$ cat src/rtl/cohi_pmu_pkg.sv
package cohi_pmu_pkg;

    localparam int NUM_CLASS = 6;
    localparam int EVT_W     = 8;
    localparam int CLS_IDX_W = 3;

    typedef enum logic [1:0] {
        FLD_SEL   = 2'd0,
        FLD_CTRL  = 2'd1,
        FLD_COUNT = 2'd2,
        FLD_OVF   = 2'd3
    } reg_field_e;

    typedef struct packed {
        logic                 hit;
        logic [CLS_IDX_W-1:0] idx;
    } class_match_t;

    typedef struct packed {
        logic             en;
        logic [EVT_W-1:0] sel;
    } cnt_cfg_t;

    // Sparse select-code map onto the class inputs
    function automatic class_match_t match_code(input logic [EVT_W-1:0] code);
        class_match_t m;
        m.hit = 1'b1;
        m.idx = '0;
        case (code)
            8'd3:    m.idx = 3'd0;
            8'd4:    m.idx = 3'd1;
            8'd5:    m.idx = 3'd2;
            8'd6:    m.idx = 3'd3;
            8'd7:    m.idx = 3'd4;
            8'd9:    m.idx = 3'd5;
            default: m.hit = 1'b0;
        endcase
        return m;
    endfunction

endpackage

$ cat src/rtl/cohi_pmu_tally.sv
module cohi_pmu_tally
    import cohi_pmu_pkg::*;
#(
    parameter int NUM_PORTS = 7,
    localparam int TALLY_W  = $clog2(NUM_PORTS + 1)
) (
    input  logic                                 dbg_en_i,
    input  logic                                 sec_dbg_en_i,
    input  logic                                 ni_dbg_en_i,
    input  logic [NUM_PORTS*NUM_CLASS-1:0]       ev_pulse_i,
    input  logic [NUM_PORTS-1:0]                 ev_secure_i,
    output logic [NUM_CLASS-1:0][TALLY_W-1:0]    tally_o
);

    logic [NUM_PORTS-1:0] port_ok;

    // A port's pulses count only under the enable that matches its security
    always_comb begin
        for (int p = 0; p < NUM_PORTS; p++) begin
            port_ok[p] = dbg_en_i && (ev_secure_i[p] ? sec_dbg_en_i : ni_dbg_en_i);
        end
    end

    always_comb begin
        for (int k = 0; k < NUM_CLASS; k++) begin
            tally_o[k] = '0;
            for (int p = 0; p < NUM_PORTS; p++) begin
                if (port_ok[p] && ev_pulse_i[p*NUM_CLASS + k]) begin
                    tally_o[k] = tally_o[k] + TALLY_W'(1);
                end
            end
        end
    end

endmodule

$ cat src/rtl/cohi_pmu_counter.sv
module cohi_pmu_counter
    import cohi_pmu_pkg::*;
#(
    parameter int CNT_W   = 32,
    parameter int TALLY_W = 3
) (
    input  logic                              clk,
    input  logic                              rst,
    input  logic [NUM_CLASS-1:0][TALLY_W-1:0] tally_i,
    input  logic                              wr_sel_i,
    input  logic                              wr_ctrl_i,
    input  logic                              wr_cnt_i,
    input  logic                              wr_ovf_i,
    input  logic [CNT_W-1:0]                  wdata_i,
    output cnt_cfg_t                          cfg_o,
    output logic [CNT_W-1:0]                  cnt_o,
    output logic                              ovf_o
);

    cnt_cfg_t         cfg_q;
    logic [CNT_W-1:0] cnt_q;
    logic             ovf_q;
    class_match_t     m;
    logic [TALLY_W-1:0] inc;
    logic [CNT_W:0]   sum;

    always_comb begin
        m   = match_code(cfg_q.sel);
        inc = (cfg_q.en && m.hit) ? tally_i[m.idx] : '0;
        sum = {1'b0, cnt_q} + (CNT_W+1)'(inc);
    end

    always_ff @(posedge clk) begin
        if (rst) begin
            cfg_q <= '0;
            cnt_q <= '0;
            ovf_q <= 1'b0;
        end else begin
            if (wr_sel_i)  cfg_q.sel <= wdata_i[EVT_W-1:0];
            if (wr_ctrl_i) cfg_q.en  <= wdata_i[0];
            // software load beats the increment
            if (wr_cnt_i) cnt_q <= wdata_i;
            else          cnt_q <= sum[CNT_W-1:0];
            // a wrap beats a clear in the same cycle
            if (!wr_cnt_i && sum[CNT_W])     ovf_q <= 1'b1;
            else if (wr_ovf_i && wdata_i[0]) ovf_q <= 1'b0;
        end
    end

    assign cfg_o = cfg_q;
    assign cnt_o = cnt_q;
    assign ovf_o = ovf_q;

endmodule

$ cat src/rtl/cohi_perfmon.sv
module cohi_perfmon
    import cohi_pmu_pkg::*;
#(
    parameter int NUM_PORTS = 7,
    parameter int NUM_CNT   = 8,
    parameter int CNT_W     = 32,
    localparam int CIDX_W   = $clog2(NUM_CNT),
    localparam int ADDR_W   = CIDX_W + 2
) (
    input  logic                           clk,
    input  logic                           rst,
    input  logic                           dbg_en_i,
    input  logic                           sec_dbg_en_i,
    input  logic                           ni_dbg_en_i,
    input  logic [NUM_PORTS*NUM_CLASS-1:0] ev_pulse_i,
    input  logic [NUM_PORTS-1:0]           ev_secure_i,
    input  logic                           reg_wr_i,
    input  logic [ADDR_W-1:0]              reg_addr_i,
    input  logic [CNT_W-1:0]               reg_wdata_i,
    output logic [CNT_W-1:0]               reg_rdata_o,
    output logic [NUM_CNT-1:0]             ovf_irq_o
);

    localparam int TALLY_W = $clog2(NUM_PORTS + 1);

    logic [NUM_CLASS-1:0][TALLY_W-1:0] tally;
    logic [CIDX_W-1:0]                 cidx;
    reg_field_e                        fld;
    cnt_cfg_t [NUM_CNT-1:0]            cfg_arr;
    logic [NUM_CNT-1:0][CNT_W-1:0]     cnt_flat;
    logic [NUM_CNT-1:0][EVT_W-1:0]     sel_flat;

    assign cidx = reg_addr_i[ADDR_W-1:2];
    assign fld  = reg_field_e'(reg_addr_i[1:0]);

    cohi_pmu_tally #(.NUM_PORTS(NUM_PORTS)) u_tally (
        .dbg_en_i     (dbg_en_i),
        .sec_dbg_en_i (sec_dbg_en_i),
        .ni_dbg_en_i  (ni_dbg_en_i),
        .ev_pulse_i   (ev_pulse_i),
        .ev_secure_i  (ev_secure_i),
        .tally_o      (tally)
    );

    for (genvar i = 0; i < NUM_CNT; i++) begin : g_cnt
        logic hit;
        assign hit = reg_wr_i && (cidx == CIDX_W'(i));

        cohi_pmu_counter #(.CNT_W(CNT_W), .TALLY_W(TALLY_W)) u_counter (
            .clk       (clk),
            .rst       (rst),
            .tally_i   (tally),
            .wr_sel_i  (hit && fld == FLD_SEL),
            .wr_ctrl_i (hit && fld == FLD_CTRL),
            .wr_cnt_i  (hit && fld == FLD_COUNT),
            .wr_ovf_i  (hit && fld == FLD_OVF),
            .wdata_i   (reg_wdata_i),
            .cfg_o     (cfg_arr[i]),
            .cnt_o     (cnt_flat[i]),
            .ovf_o     (ovf_irq_o[i])
        );

        assign sel_flat[i] = cfg_arr[i].sel;
    end

    always_comb begin
        case (fld)
            FLD_SEL:   reg_rdata_o = CNT_W'(cfg_arr[cidx].sel);
            FLD_CTRL:  reg_rdata_o = CNT_W'(cfg_arr[cidx].en);
            FLD_COUNT: reg_rdata_o = cnt_flat[cidx];
            default:   reg_rdata_o = CNT_W'(ovf_irq_o[cidx]);
        endcase
    end

endmodule

$ cat config.mk
export PLATFORM = sky130hd
export DESIGN_NAME = cohi_perfmon
export DESIGN_NICKNAME = d
export VERILOG_FILES = /design/src/rtl/cohi_pmu_pkg.sv /design/src/rtl/cohi_pmu_tally.sv /design/src/rtl/cohi_pmu_counter.sv /design/src/rtl/cohi_perfmon.sv
export SDC_FILE = /design/constraint.sdc
export NUM_CORES = 1
export LEC_CHECK = 0
export ABC_CLOCK_PERIOD_IN_PS = 15100
export CAP_MARGIN = 10
export CORE_UTILIZATION = 63
export CTS_BUF_LIST = sky130_fd_sc_hd__clkbuf_2
export CTS_CLUSTER_DIAMETER = 50
export DETAILED_ROUTE_END_ITERATION = 10
export PLACE_DENSITY = 0.87
export SLEW_MARGIN = 20
export SYNTH_ARGS = -nofsm -noshare
export SYNTH_HDL_FRONTEND = slang
export SYNTH_SLANG_ARGS = --single-unit
export TNS_END_PERCENT = 10
$ cat constraint.sdc
create_clock -name clk -period 15.1 [get_ports clk]
set_input_delay 3.02 -clock clk [delete_from_list [all_inputs] [get_ports clk]]
set_output_delay 3.02 -clock clk [all_outputs]
set_load 0.005 [all_outputs]
==> run metrics <==
status complete, no violations; Synth Area in Adders 0.04417; clk_skew 0.07079 ns; IO buf count 131; CP max FO 50; Worst Hold Margin 0.4876 ns; cell area power density 70.84 nW/um2; Congestion Overflow GR 0; Mapped Cells 2920; mux cell area share after synthesis 0.1373; Residual DRC 0; CP Class in2reg; VDD IR-drop max 0.05954 mV; DRT Wirelength 78.26 mm; CTS HTree Levels 3; CP top delay family simple AND/OR/NAND/NOR gates; postcts setup bufs 0; largest net degree at the start of global routing 177; post-synthesis register bit count 336; io pins 132; Final Slew Violations 0; worst stage delay on the critical path 0.75 ns; Die Ht 197.3 um; RSZ-0062 raised after global routing false; Rel. slew slack 0.2102; Antenna Violating Nets Remaining 0; Max Cap Viol 0; Critical Path AT 11.20 ns; Starting Density 0.6393; # clock sinks 336; count of different cell masters after synthesis 82; number of buffers and inverters on the critical path 3; layout cell share with drive strength beyond 1 0.1006; most common cell after layout, fill and taps aside nor2_1; final count of negative-setup-slack endpoints 0; Synth warnings 0; worst skew pair latency 1.00 ns; reg-to-reg startpoint g_cnt[0].u_counter.cfg_o[4]$_SDFFE_PP0P_; detail-routed via count per cell 6.644; mapped cell area 24020 um2; TritonCTS clock tree yes; root buffer cell clkbuf_2; routed via count 23433; period utilization 0.6839; post-cts repair resize count 0; DP Cell Count 3378; Synth Area in Compound Gates 0.1517; Critical Path RT 15.97 ns; GR Util All Layers 0.4025; Post-synth EDFFs 0; Mean Syn Cell Area 8.227 um2; Post-synth ARST share 0; Worst Hold Launch g_cnt[0].u_counter.cfg_o[7]$_SDFFE_PP0P_; xor/xnor share of the synthesized area 0.1145; Die Span X 197.3 um; drt pass-1 iters 8; routability congestion estimate 0.9537; CP Launch Point dbg_en_i; Fmax achieved 96.84 MHz; initial antenna violation count 2; hold buffer count at cts 0; # rows 71; most frequent cells in the layout nor2_1 (444), dfxtp_1 (336), nand2_1 (281), a211oi_1 (207), xor2_1 (162); Final TNS setup 0 ns; nets 3127; die area 38920 um2; Worst Tran Pin Value 1.181 ns; Hold Path Class reg2reg; top_reg_cell synth dfxtp_1; post-synthesis sequential area ratio 0.2800; Critical Path End Type flip-flop; CTS clock-pin slew for the worst setup and hold paths 0.11 ns; drt wl/cell 22.19 um; Synth Net Count 3092; critical path startpoint category input port; Final Non-Filler Cells 3527; Static Leak 9.763 nW; largest family of logic cells by synthesized area simple AND/OR/NAND/NOR gates; first-pass GRT wire length 122.9 mm; CTS Buffer Depth 3; Final Hold Violating Endpoints 0; Final min period 10.33 ns; vias in the first global route 22596; CTS buffer count 86; simple-gate portion of the synthesized area 0.2275; Synth-to-Final Area Change 8.667%; Worst path slowest cell xnor2_1; core area 37580 um2; DRT iter0 DRCs 2500; detailed placement HPWL 56.19 mm
-- flip-flops by register name, summed over array words and instances, names as in the netlist --
register / cells
g_cnt.u_counter.ovf_o: 8
g_cnt.u_counter.cfg_o: 72
g_cnt.u_counter.cnt_o: 256
-- logic make-up (layout without fill, tap and decap cells) --
family          count (synthesis)  after routing
compound gates                538            538
xor+xnor                      299            299
fa+ha+maj                      80             80
buf+inv                       269            362
flops                         336            336
mux                           210            210
other cells                     0              3
simple gates                 1188           1188
-- worst reg2reg max path, cell delays in order (launching register included) --
cell and delay [ns]:
dfxtp_1 0.35, nor4_1 0.89, nand2_1 0.29, or2_2 0.41
a21oi_1 0.11, o21ai_0 0.10, a31oi_1 0.24, ha_1 0.22
inv_1 0.06, fa_1 0.41, nor2b_1 0.23, o21bai_1 0.17
or2_2 0.34, nor2_1 0.15, nand4_1 0.42, nor2_1 0.59
nand2_1 0.13, xor2_1 0.17, a211oi_1 0.24
-- per-layer routing --
layer	wire [um]	up-vias	GRT usage	part of all wire
met3	7963	330	0.07547	0.10
li1	-	10562	-	-
met5	0	-	0	0
met1	28900	11103	0.4947	0.37
met2	36170	1438	0.6454	0.46
met4	5226	0	0.2656	0.067
-- final cells by class --
| cell class | instances | area, um2 |
|---|---|---|
| Multi-Input combinational cell | 2315 | 16270 |
| Fill cell | 2970 | 11470 |
| Sequential cell | 336 | 6726 |
| Timing Repair Buffer | 157 | 1505 |
| Clock buffer | 128 | 640.6 |
| Tap cell | 511 | 639.4 |
| Inverter | 59 | 221.5 |
| Clock inverter | 18 | 96.34 |
| Antenna cell | 3 | 7.507 |
-- synthesized netlist by cell type, types with 6 or more instances --
cell type    n  share of area
and2_1      26         0.0068
fa_1         8         0.0067
mux4_2      93          0.087
nand2b_1    15         0.0039
a211oi_1   207          0.065
nor4_1      18         0.0047
and4_1      11         0.0040
xor2_1     162          0.059
nor3_1      40         0.0083
nand4_1     39          0.010
inv_1       59         0.0092
clkbuf_1   156          0.024
a311oi_1    32          0.012
nand3_1    138          0.029
o2111ai_1    6         0.0022
nor2_1     444          0.069
mux2i_1    103          0.043
nor3b_1     12         0.0038
a21o_1      11         0.0034
and3_1      64          0.017
nor2b_1     32         0.0083
or2_2        8         0.0021
o21ai_0     93          0.019
dfxtp_1    336           0.28
nand2_1    287          0.045
o31ai_1      9         0.0028
or3_1       39          0.010
a31oi_1     10         0.0026
buf_4        9         0.0028
ha_1        72          0.038
clkbuf_2    24         0.0050
a21oi_1    105          0.022
buf_1       19         0.0030
mux2_2      12         0.0056
xnor2_1    125          0.046
o211ai_1    11         0.0034
-- path summary, 6_finish.rpt --
kind                                         endpoint  slack [ns]  cells past startpoint
max           g_cnt[3].u_counter.cnt_o[29]$_SDFF_PP0_        4.77                     30
min          g_cnt[0].u_counter.cfg_o[7]$_SDFFE_PP0P_        0.49                      2
max reg2reg   g_cnt[0].u_counter.cnt_o[28]$_SDFF_PP0_        9.53                     18
min reg2reg  g_cnt[0].u_counter.cfg_o[7]$_SDFFE_PP0P_        0.49                      2
-- power breakdown --
| group | internal [mW] | switching [mW] |
|---|---|---|
| Combinational | 0.121 | 0.197 |
| Clock | 0.239 | 0.384 |
| Sequential | 0.896 | 0.0121 |
-- through the flow --
stage / setup WS [ns] / util / power (mW) / instance area [um2]
2_1_floorplan: 5.789 / - / 1.132 / 24020
3_3_place_gp: 4.408 / 0.6742 / 1.224 / 25330
3_5_place_dp: 4.038 / 0.6744 / 1.235 / 25340
4_1_cts: 5.024 / 0.6940 / 1.843 / 26080
5_1_grt: 4.288 / 0.6947 / 1.924 / 26100
6_report: 4.774 / 0.6947 / 1.849 / 26100
Power figures use the tool's default switching activity.
